$ cat src/rtl/jcr_pkg.sv
package jcr_pkg;
  localparam int unsigned WORD_W = 32;
  localparam logic [WORD_W-1:0] SYNC_WORD = 32'hAA99_5566;
  localparam logic [WORD_W-1:0] NOOP_WORD = 32'h2000_0000;

  // order is the transaction order
  typedef enum logic [3:0] {
    PH_RESET,
    PH_TO_IR_A,
    PH_IR_A,
    PH_TO_DR_A,
    PH_DR_A,
    PH_TO_IR_B,
    PH_IR_B,
    PH_TO_DR_B,
    PH_DR_B,
    PH_RESET_END,
    PH_DONE
  } phase_e;
endpackage

$ cat src/rtl/jcr_tck_gen.sv
module jcr_tck_gen #(
  parameter int unsigned HALF = 2
) (
  input  logic clk_i,
  input  logic rst_ni,
  input  logic run_i,
  output logic tck_o,
  output logic rise_o,
  output logic fall_o
);
  localparam int unsigned CW = (HALF > 1) ? $clog2(HALF) : 1;
  localparam logic [CW-1:0] LAST = CW'(HALF - 1);

  logic [CW-1:0] cnt_q;
  logic          tick;

  assign tick   = run_i && (cnt_q == LAST);
  assign rise_o = tick & ~tck_o;
  assign fall_o = tick & tck_o;

  always_ff @(posedge clk_i or negedge rst_ni) begin
    if (!rst_ni) begin
      cnt_q <= '0;
      tck_o <= 1'b0;
    end else if (!run_i) begin
      cnt_q <= '0;
      tck_o <= 1'b0;
    end else if (tick) begin
      cnt_q <= '0;
      tck_o <= ~tck_o;
    end else begin
      cnt_q <= cnt_q + 1'b1;
    end
  end
endmodule

$ cat src/rtl/jcr_walk.sv
module jcr_walk
  import jcr_pkg::*;
#(
  parameter int unsigned IR_W    = 6,
  parameter int unsigned RST_LEN = 5,
  parameter int unsigned N_FLUSH = 2,
  parameter logic [IR_W-1:0] IR_IN  = 6'b000101,
  parameter logic [IR_W-1:0] IR_OUT = 6'b000100
) (
  input  logic              clk_i,
  input  logic              rst_ni,
  input  logic              step_i,
  input  logic              clear_i,
  input  logic [WORD_W-1:0] header_i,
  output logic              tms_o,
  output logic              tdi_o,
  output logic              capture_o,
  output phase_e            phase_o
);
  localparam int unsigned DR_IN_LEN = (2 + N_FLUSH) * WORD_W;
  localparam int unsigned CNT_W     = $clog2(DR_IN_LEN + 1);
  localparam int unsigned BIT_W     = $clog2(WORD_W);
  localparam int unsigned WS_W      = CNT_W - BIT_W;
  localparam int unsigned IRI_W     = (IR_W > 1) ? $clog2(IR_W) : 1;

  phase_e             phase_q;
  logic [CNT_W-1:0]   cnt_q;
  logic [CNT_W-1:0]   len;
  logic               last;
  logic [WS_W-1:0]    wsel;
  logic [BIT_W-1:0]   bpos;
  logic [WORD_W-1:0]  cur_word;
  logic [IR_W-1:0]    ir_code;

  always_comb begin
    unique case (phase_q)
      PH_RESET, PH_RESET_END:   len = CNT_W'(RST_LEN);
      PH_TO_IR_A, PH_TO_IR_B:   len = CNT_W'(5);
      PH_TO_DR_A, PH_TO_DR_B:   len = CNT_W'(4);
      PH_IR_A, PH_IR_B:         len = CNT_W'(IR_W);
      PH_DR_A:                  len = CNT_W'(DR_IN_LEN);
      PH_DR_B:                  len = CNT_W'(WORD_W);
      default:                  len = CNT_W'(1);
    endcase
  end

  assign last = (cnt_q == len - 1'b1);

  // write pass: word index from the upper count bits, MSB first within the word
  assign wsel = cnt_q[CNT_W-1:BIT_W];
  assign bpos = ~cnt_q[BIT_W-1:0];
  always_comb begin
    if (wsel == '0)              cur_word = SYNC_WORD;
    else if (wsel == WS_W'(1))   cur_word = header_i;
    else                         cur_word = NOOP_WORD;
  end

  assign ir_code = (phase_q == PH_IR_A) ? IR_IN : IR_OUT;

  always_comb begin
    tms_o = 1'b0;
    tdi_o = 1'b0;
    unique case (phase_q)
      PH_TO_IR_A: tms_o = (cnt_q == CNT_W'(1)) || (cnt_q == CNT_W'(2));
      PH_TO_IR_B: tms_o = (cnt_q < CNT_W'(3));
      PH_TO_DR_A, PH_TO_DR_B: tms_o = (cnt_q < CNT_W'(2));
      PH_IR_A, PH_IR_B: begin
        tms_o = last;
        tdi_o = ir_code[cnt_q[IRI_W-1:0]];
      end
      PH_DR_A: begin
        tms_o = last;
        tdi_o = cur_word[bpos];
      end
      PH_DR_B: tms_o = last;
      default: tms_o = 1'b1;
    endcase
  end

  assign capture_o = (phase_q == PH_DR_B);
  assign phase_o   = phase_q;

  always_ff @(posedge clk_i or negedge rst_ni) begin
    if (!rst_ni) begin
      phase_q <= PH_RESET;
      cnt_q   <= '0;
    end else if (clear_i) begin
      phase_q <= PH_RESET;
      cnt_q   <= '0;
    end else if (step_i && phase_q != PH_DONE) begin
      if (last) begin
        phase_q <= phase_e'(phase_q + 4'd1);
        cnt_q   <= '0;
      end else begin
        cnt_q <= cnt_q + 1'b1;
      end
    end
  end


  phase_step_chk: assert property (@(posedge clk_i) disable iff (!rst_ni)
    !$stable(phase_q) |-> $past(step_i || clear_i));
endmodule

$ cat src/rtl/jcr_capture.sv
module jcr_capture #(
  parameter int unsigned W = 32
) (
  input  logic         clk_i,
  input  logic         rst_ni,
  input  logic         sample_i,
  input  logic         tdo_i,
  output logic [W-1:0] word_o
);
  always_ff @(posedge clk_i or negedge rst_ni) begin
    if (!rst_ni)       word_o <= '0;
    else if (sample_i) word_o <= {word_o[W-2:0], tdo_i};
  end


  capture_hold_chk: assert property (@(posedge clk_i) disable iff (!rst_ni)
    !$stable(word_o) |-> $past(sample_i));
endmodule

$ cat src/rtl/jtag_cfg_reg_reader.sv
module jtag_cfg_reg_reader
  import jcr_pkg::*;
#(
  parameter int unsigned TCK_HALF = 2,
  parameter int unsigned IR_W     = 6,
  parameter int unsigned RST_LEN  = 5,
  parameter int unsigned N_FLUSH  = 2,
  parameter logic [IR_W-1:0] IR_CFG_IN  = 6'b000101,
  parameter logic [IR_W-1:0] IR_CFG_OUT = 6'b000100
) (
  input  logic              clk_i,
  input  logic              rst_ni,
  input  logic              start_i,
  input  logic [WORD_W-1:0] header_i,
  output logic              tck_o,
  output logic              tms_o,
  output logic              tdi_o,
  input  logic              tdo_i,
  output logic [WORD_W-1:0] result_o,
  output logic              done_o
);
  logic              busy_q;
  logic [WORD_W-1:0] hdr_q;
  logic              tms_q, tdi_q, done_q;
  logic              rise, fall, start_acc, fin;
  logic              w_tms, w_tdi, w_cap;
  phase_e            phase;

  assign start_acc = start_i & ~busy_q;
  assign fin       = fall & (phase == PH_DONE);

  jcr_tck_gen #(.HALF(TCK_HALF)) u_tck (
    .clk_i  (clk_i),
    .rst_ni (rst_ni),
    .run_i  (busy_q),
    .tck_o  (tck_o),
    .rise_o (rise),
    .fall_o (fall)
  );

  jcr_walk #(
    .IR_W(IR_W), .RST_LEN(RST_LEN), .N_FLUSH(N_FLUSH),
    .IR_IN(IR_CFG_IN), .IR_OUT(IR_CFG_OUT)
  ) u_walk (
    .clk_i     (clk_i),
    .rst_ni    (rst_ni),
    .step_i    (rise),
    .clear_i   (fin),
    .header_i  (hdr_q),
    .tms_o     (w_tms),
    .tdi_o     (w_tdi),
    .capture_o (w_cap),
    .phase_o   (phase)
  );

  jcr_capture #(.W(WORD_W)) u_cap (
    .clk_i    (clk_i),
    .rst_ni   (rst_ni),
    .sample_i (rise & w_cap),
    .tdo_i    (tdo_i),
    .word_o   (result_o)
  );

  always_ff @(posedge clk_i or negedge rst_ni) begin
    if (!rst_ni) begin
      busy_q <= 1'b0;
      hdr_q  <= '0;
      tms_q  <= 1'b1;
      tdi_q  <= 1'b0;
      done_q <= 1'b0;
    end else begin
      done_q <= fin;
      if (start_acc) begin
        busy_q <= 1'b1;
        hdr_q  <= header_i;
        tms_q  <= w_tms;
        tdi_q  <= w_tdi;
      end else if (busy_q && fall) begin
        tms_q <= w_tms;
        tdi_q <= w_tdi;
        if (phase == PH_DONE) busy_q <= 1'b0;
      end
    end
  end

  assign tms_o  = tms_q;
  assign tdi_o  = tdi_q;
  assign done_o = done_q;


  tms_on_fall_chk: assert property (@(posedge clk_i) disable iff (!rst_ni)
    !$stable(tms_o) |-> $past(fall || start_acc));

  tck_idle_chk: assert property (@(posedge clk_i) disable iff (!rst_ni)
    !busy_q |-> !tck_o);

  done_pulse_chk: assert property (@(posedge clk_i) disable iff (!rst_ni)
    done_o |=> !done_o);

  hdr_hold_chk: assert property (@(posedge clk_i) disable iff (!rst_ni)
    busy_q |=> $stable(hdr_q));
endmodule

$ cat config.mk
export PLATFORM = sky130hd
export DESIGN_NAME = jtag_cfg_reg_reader
export DESIGN_NICKNAME = d
export VERILOG_FILES = /design/src/rtl/jcr_pkg.sv /design/src/rtl/jcr_tck_gen.sv /design/src/rtl/jcr_walk.sv /design/src/rtl/jcr_capture.sv /design/src/rtl/jtag_cfg_reg_reader.sv
export SDC_FILE = /design/constraint.sdc
export NUM_CORES = 1
export LEC_CHECK = 0
export ABC_AREA = 1
export BUFFER_PORTS_ARGS = -buffer_cell sky130_fd_sc_hd__buf_2
export CAP_MARGIN = 20
export CELL_PAD_IN_SITES_DETAIL_PLACEMENT = 0
export CELL_PAD_IN_SITES_GLOBAL_PLACEMENT = 1
export CORE_UTILIZATION = 37
export CTS_BUF_LIST = sky130_fd_sc_hd__clkbuf_16
export DETAILED_ROUTE_END_ITERATION = 7
export PLACE_DENSITY_LB_ADDON = 0.1
export SYNTH_ARGS = -nofsm -noshare
export SYNTH_HDL_FRONTEND = slang
export SYNTH_SLANG_ARGS = --single-unit
$ cat constraint.sdc
create_clock -name clk_i -period 4.82 [get_ports clk_i]
set_clock_uncertainty 0.15 [all_clocks]
set_input_delay 0.482 -clock clk_i [delete_from_list [all_inputs] [get_ports clk_i]]
set_output_delay 0.482 -clock clk_i [all_outputs]
set_load 0.005 [all_outputs]
; Word-level counts from Yosys, hierarchy flattened
; Memories as Yosys holds them, arrays and structs flattened.
; Index checks and enable logic that the tools add are counted.
[word_totals]
ff_bits = 82
latch_bits = 0
mem_bits_rw = 0
romBits = 80
inputBits = 36
out_inout_bits = 36
wordCells = 82
memories = 1
[op_classes]
add_sub_neg = 4
multipliers = 0
div_mod_pow = 0
n_lt_le_gt_ge = 4
eq_ne = 15
n_shift = 0
mux = 26
bitwise_logic = 8
reduce_logical = 14
[memory_table]
columns = name, depth, width, rd, rd_ports_with_merged_regs, write_ports, line
row1 = (no name shown), 16, 5, 1, 0, 0, jcr_walk.sv:36  ; unique case (phase_q)
[op_table]
columns = cell, count
row1 = two-way mux 32 bit, 2
row2 = two-way mux 8 bit, 3
row3 = "equality test 4 x 3 -> 1 bit, second input constant", 4
row4 = "less-than comparator 8 x 2 -> 1 bit, second input constant", 2
row5 = two-way mux 1 bit, 14
row6 = two-way mux 4 bit, 3
row7 = "adder 8 x 1 -> 8 bit, second input constant", 1
row8 = "equality test 4 x 2 -> 1 bit, second input constant", 2
row9 = "equality test 4 bit, second input constant", 2
row10 = "equality test 8 x 1 -> 1 bit, second input constant", 1
row11 = "equality test 8 x 2 -> 1 bit, second input constant", 1
row12 = equality test 8 bit, 1
row13 = nonzero test 2 bit, 4
row14 = "subtractor 8 x 1 -> 8 bit, second input constant", 1
row15 = "less-than comparator 5 x 6 -> 1 bit, second input constant", 1
row16 = bitwise AND 1 bit, 5
row17 = binary-select mux 1 bit (select 5 bit), 1
row18 = NOT 5 bit, 1
row19 = "adder 4 x 1 -> 4 bit, second input constant", 1
row20 = "equality test 4 x 1 -> 1 bit, second input constant", 1
row21 = "less-than comparator 3 x 4 -> 1 bit, second input constant", 1
row22 = "inequality test 4 bit, second input constant", 1
row23 = one-hot mux 1 bit (4 select lines), 1
row24 = AND reduction 2 bit, 2
row25 = other kinds (11), 15

; Longest topological paths before layout
[depth]
ltp_word = 8
depth_mapped = 17

; Cells and area by module
; Synthesis repeated with hierarchy kept, for this count alone.
[hier_totals]
cells_unflattened = 580
area_unflattened_um2 = 4466.8
[modules_own_cells]
columns = mod, instances, cells_each, area_per_inst_um2, seq_area_each_um2
row1 = jcr_walk, 1, 269, 1597.8, 300.3
row2 = jtag_cfg_reg_reader, 1, 163, 1483.9, 902.1
row3 = jcr_capture, 1, 136, 1295.0, 800.8
row4 = jcr_tck_gen, 1, 12, 90.1, 50.0

; Worst setup path before layout
; Ideal clock, no wire load.
[synth_path]
path_type = register to register
from = reg u_walk.phase_q[0], in the netlist u_walk.phase_o[0]
to = reg u_walk.phase_q[1], in the netlist u_walk.phase_o[1]
arrival_ps = 2286
t_required_ps = 4547
setup_slack_ps = 2261
stages_incl_launch_ff = 17
synth_period_minus_slack_ps = 2559
cell_sequence = dfrtp_1 inv_1 ha_1 inv_1 o21ai_1 nand3_1 inv_1 ha_1 ha_1 xor2_1 nand3_1 nor2_1 nand2_1 nor2_2 nand3_4 nand2_4 o21ai_1
[synth_via]
elab_chain_len = 5
[synth_lines]
columns = element, line
row1 = start: declaration, jcr_walk.sv:26  ; phase_e phase_q;
row2 = start signal: assignment, jcr_walk.sv:92  ; phase_q <= phase_e'(phase_q + 4'd1);
row3 = memory read (16 x 5 bit), n/a
row4 = subtractor 8 x 1 -> 8 bit, jcr_walk.sv:47  ; assign last = (cnt_q == len - 1'b1);
row5 = equality test 8 bit, jcr_walk.sv:47
row6 = nonzero test 2 bit (no source line), n/a
row7 = AND reduction 2 bit (no source line), n/a
; Several ways; a longest one is shown, not always the timed one. The select of a mux whose other input is x is not followed.
; A chain may end at the register's enable or synchronous reset.

; Final worst setup path
; Same ends and word-level chain as after synthesis.

==> summary.txt <==
CTS
  – Root Buffer: clkbuf_16
  – Total clock buffers created by CTS: 9
  – CTS tree: built
  – Post-CTS Setup Inserts: 0
  – Clk sinks: ~80
  – Max Buffers Root-to-Sink: 2
  – Clk_lat worst skew: roughly 330 ps
  – CTS clk-pin slew, worst paths: approximately 70 ps
  – Htree depth: 3

Timing
  – Hold_ws: between 200 and 250 ps
  – RSZ-0062 raised after global routing: no
  – Final setup fails: 0
  – Slew Limit Fails: 0
  – Tmin final: approximately 2800 ps
  – Fmax: approximately 350 MHz
  – Setup TNS: 0 ps
  – Final WS setup: between 1500 and 2000 ps
  – Fin crit share: ~60%
  – Slew @ Worst Pin: ~700 ps
  – Final hold vios: 0
  – Max_slew headroom: between 50% and 60%

Cells and area
  – Final cell count without fillers: approximately 640
  – Nets@finish: around 540
  – FILL cells: about 1100
  – Layout cells sized above 1: between 30% and 40%
  – N_diodes: 0
  – Leading cell type in the layout, fill and taps excluded: nand2_1
  – Commonest cells after routing, fill and taps aside: nand2_1, dfrtp_1, buf_2
  – Area growth syn-to-layout: 19.1%
  – Final core occ: 45.3%
  – Cell area after layout: 4910 µm²

Routing
  – Post-DR wirelength/cell: 14.3 µm
  – Antenna Nets Post-Route: 0
  – Iteration-0 DRC Markers: 81
  – DRC viols: 0
  – First drt pass iteration count: 4
  – DR vias: 3108
  – Final wirelength: 9110 µm
  – Drt via density: a little under 5

Yosys
  – Register area share after synthesis: between 40 and 50%
  – Share of the synthesized area in the top cell type: between 40% and 50%
  – Synth Net Count: 470
  – Cells after Synth: around 430
  – FF+latch count, synth: 82
  – Synth Area per Inst: 9.70 µm²
  – Synth area leaders: dfrtp_1, mux2_2, nand2_1, nand3_1, ha_1
  – Post-synth cell types: 32
  – Synthesized area: roughly 4100 µm²
  – Yosys synthesis warning count: 0
  – Top cell type by total area after synthesis: dfrtp_1

Place
  – HPWL Detailed: 6320 µm
  – Placed Instances: between 600 and 700
  – Pre-CTS setup slack: between 1500 and 2000 ps
  – Placed inst area: 4590 µm²
  – Port-buffer cells: 71
  – GP Congestion: about 0.8

Outcome
  – Run status: complete, no violations

Floorplan
  – IO Pins: 72
  – Initial Util: 38.0%
  – DIE WIDTH: about 110 µm
  – # rows: 38
  – Core Box Area: about 11000 µm²
  – Die outline area: 11600 µm²
  – Die Height: between 100 and 150 µm

GRT
  – Number of antenna violations at the first check in global routing: 0
  – First-pass GRT wire length: between 15000 and 20000 µm
  – GRT Residual Overflow: 0
  – GRT Total Usage: approximately 17%
  – Largest net degree at the start of global routing: 83
  – Vias in the first global route: between 3000 and 4000

Worst setup path
  – Required @ worst endpoint: roughly 4900 ps
  – CP Launch Type: register
  – CP max-delay cell: dfrtp_1
  – Cell breakdown of the critical path: inv_1 > ha_1 > inv_1 > o21ai_1 > nand3_1 > inv_1 > ha_1 > ha_1 > xor2_1 > nand3_1 > nor2_1 > nand2_1 > nor2_2 > nand3_4 > nand2_4 > o21ai_1
  – CP max FO: 8
  – Crit-path max cell delay: 410 ps
  – Critical path class: register to register
  – Reg-to-reg startpoint: u_walk.phase_o[0]
  – Worst EP arrival: a little under 3000 ps
  – Crit path from: u_walk.phase_o[0]
  – Worst setup EP type: register
  – FF-to-FF path depth: 16

Min path
  – Hold crit path type: primary input to register
  – Worst hold start: tdo_i
  – Hold path depth: 2

Run
  – Maxcap violations: 0

Power
  – Worst IR Drop VDD: ~0.2 mV
  – Pwr Total: 1.36 mW
  – Leakage power: about 2.6 nW
  – Pwr Density: around 280 nW/µm²
registers in the layout (all words and copies together) (netlist names):
signal and count:
u_tck.cnt_q 1, tdi_o 1, u_cap.word_o 32, u_tck.tck_o 1, tms_o 1, done_o 1
u_walk.cnt_q 8, hdr_q 32, busy_q 1, u_walk.phase_o 4
cell families (layout without fill, tap and decap cells):
group	count (synthesis)	after routing	synth area share, %
simple gates	176	176	19.1
buf+inv	49	122	4.70
mux	61	61	16.7
flops	82	82	49.8
compound gates	38	38	4.92
fa+ha+maj	9	9	2.73
xor+xnor	10	10	2.12
final cells by class:
| cell class | instances | area, µm² | area share (%) |
|---|---|---|---|
| multi-input combinational | 294 | 1880 | 38.2 |
| timing repair buffer | 75 | 410 | 8.36 |
| clock buffer | 9 | 225 | 4.59 |
| tap | 140 | 175 | 3.57 |
| clock inverter | 7 | 52.6 | 1.07 |
| sequential | 82 | 2050 | 41.8 |
| inverter | 31 | 116 | 2.37 |
worst paths after layout:
check	slack, ps	endpoint
max	1990	u_walk.phase_o[1]
min	230	u_cap.word_o[0]
max reg2reg	1990	u_walk.phase_o[1]
min reg2reg	310	u_tck.cnt_q
max in group asynchronous	3450	hdr_q[4]
min in group asynchronous	470	u_cap.word_o[30]
cells in the mapped netlist, drive strengths merged:
master and n:
nor4 1, mux2 61, nand3b 3, o22ai 1
dfstp 1, xor2 8, xnor2 2, clkbuf 7
nand2 95, ha 9, or2 2, nand3 34
a21oi 14, dfrtp 81, a21o 1, nand4 3
o211ai 1, nor3 10, a31oi 2, nor2 28
buf 11, inv 31, o21ai 19
critical path, delay by kind of cell, from the launching register on:
kind | cells | cell delay, ps
buffers and inverters | 3 | 290
DFF | 1 | 410
xor gates and xnor gates | 1 | 160
adders and majority gates | 3 | 710
and+or+nand+nor | 7 | 840
AOI/OAI and AO/OA | 2 | 170
timing repair:
| action | CTS | global route |
|---|---|---|
| hold buffers | 0 | 1 |
| gates resized for setup | 0 | 0 |
| endpoints found under the hold margin | 0 | 28 |
power by group:
| group | total (mW) | switching [mW] | internal [mW] |
|---|---|---|---|
| clock network | 0.640 | 0.287 | 0.354 |
| registers | 0.689 | 0.000323 | 0.689 |
| logic | 0.0311 | 0.0174 | 0.0136 |
layer usage:
layer  vias to the layer above  part of all wire (%)  wire, µm  GRT usage (%)
li1                       1555                     -         -              -
met1                      1500                    50      4530           24.1
met2                        49                    46      4170           25.9
met3                         4                   3.7       339           4.18
met4                         0                  0.71        65           5.58
met5                         -                     0         0              0
No activity file was read; power rests on OpenSTA's default activity.
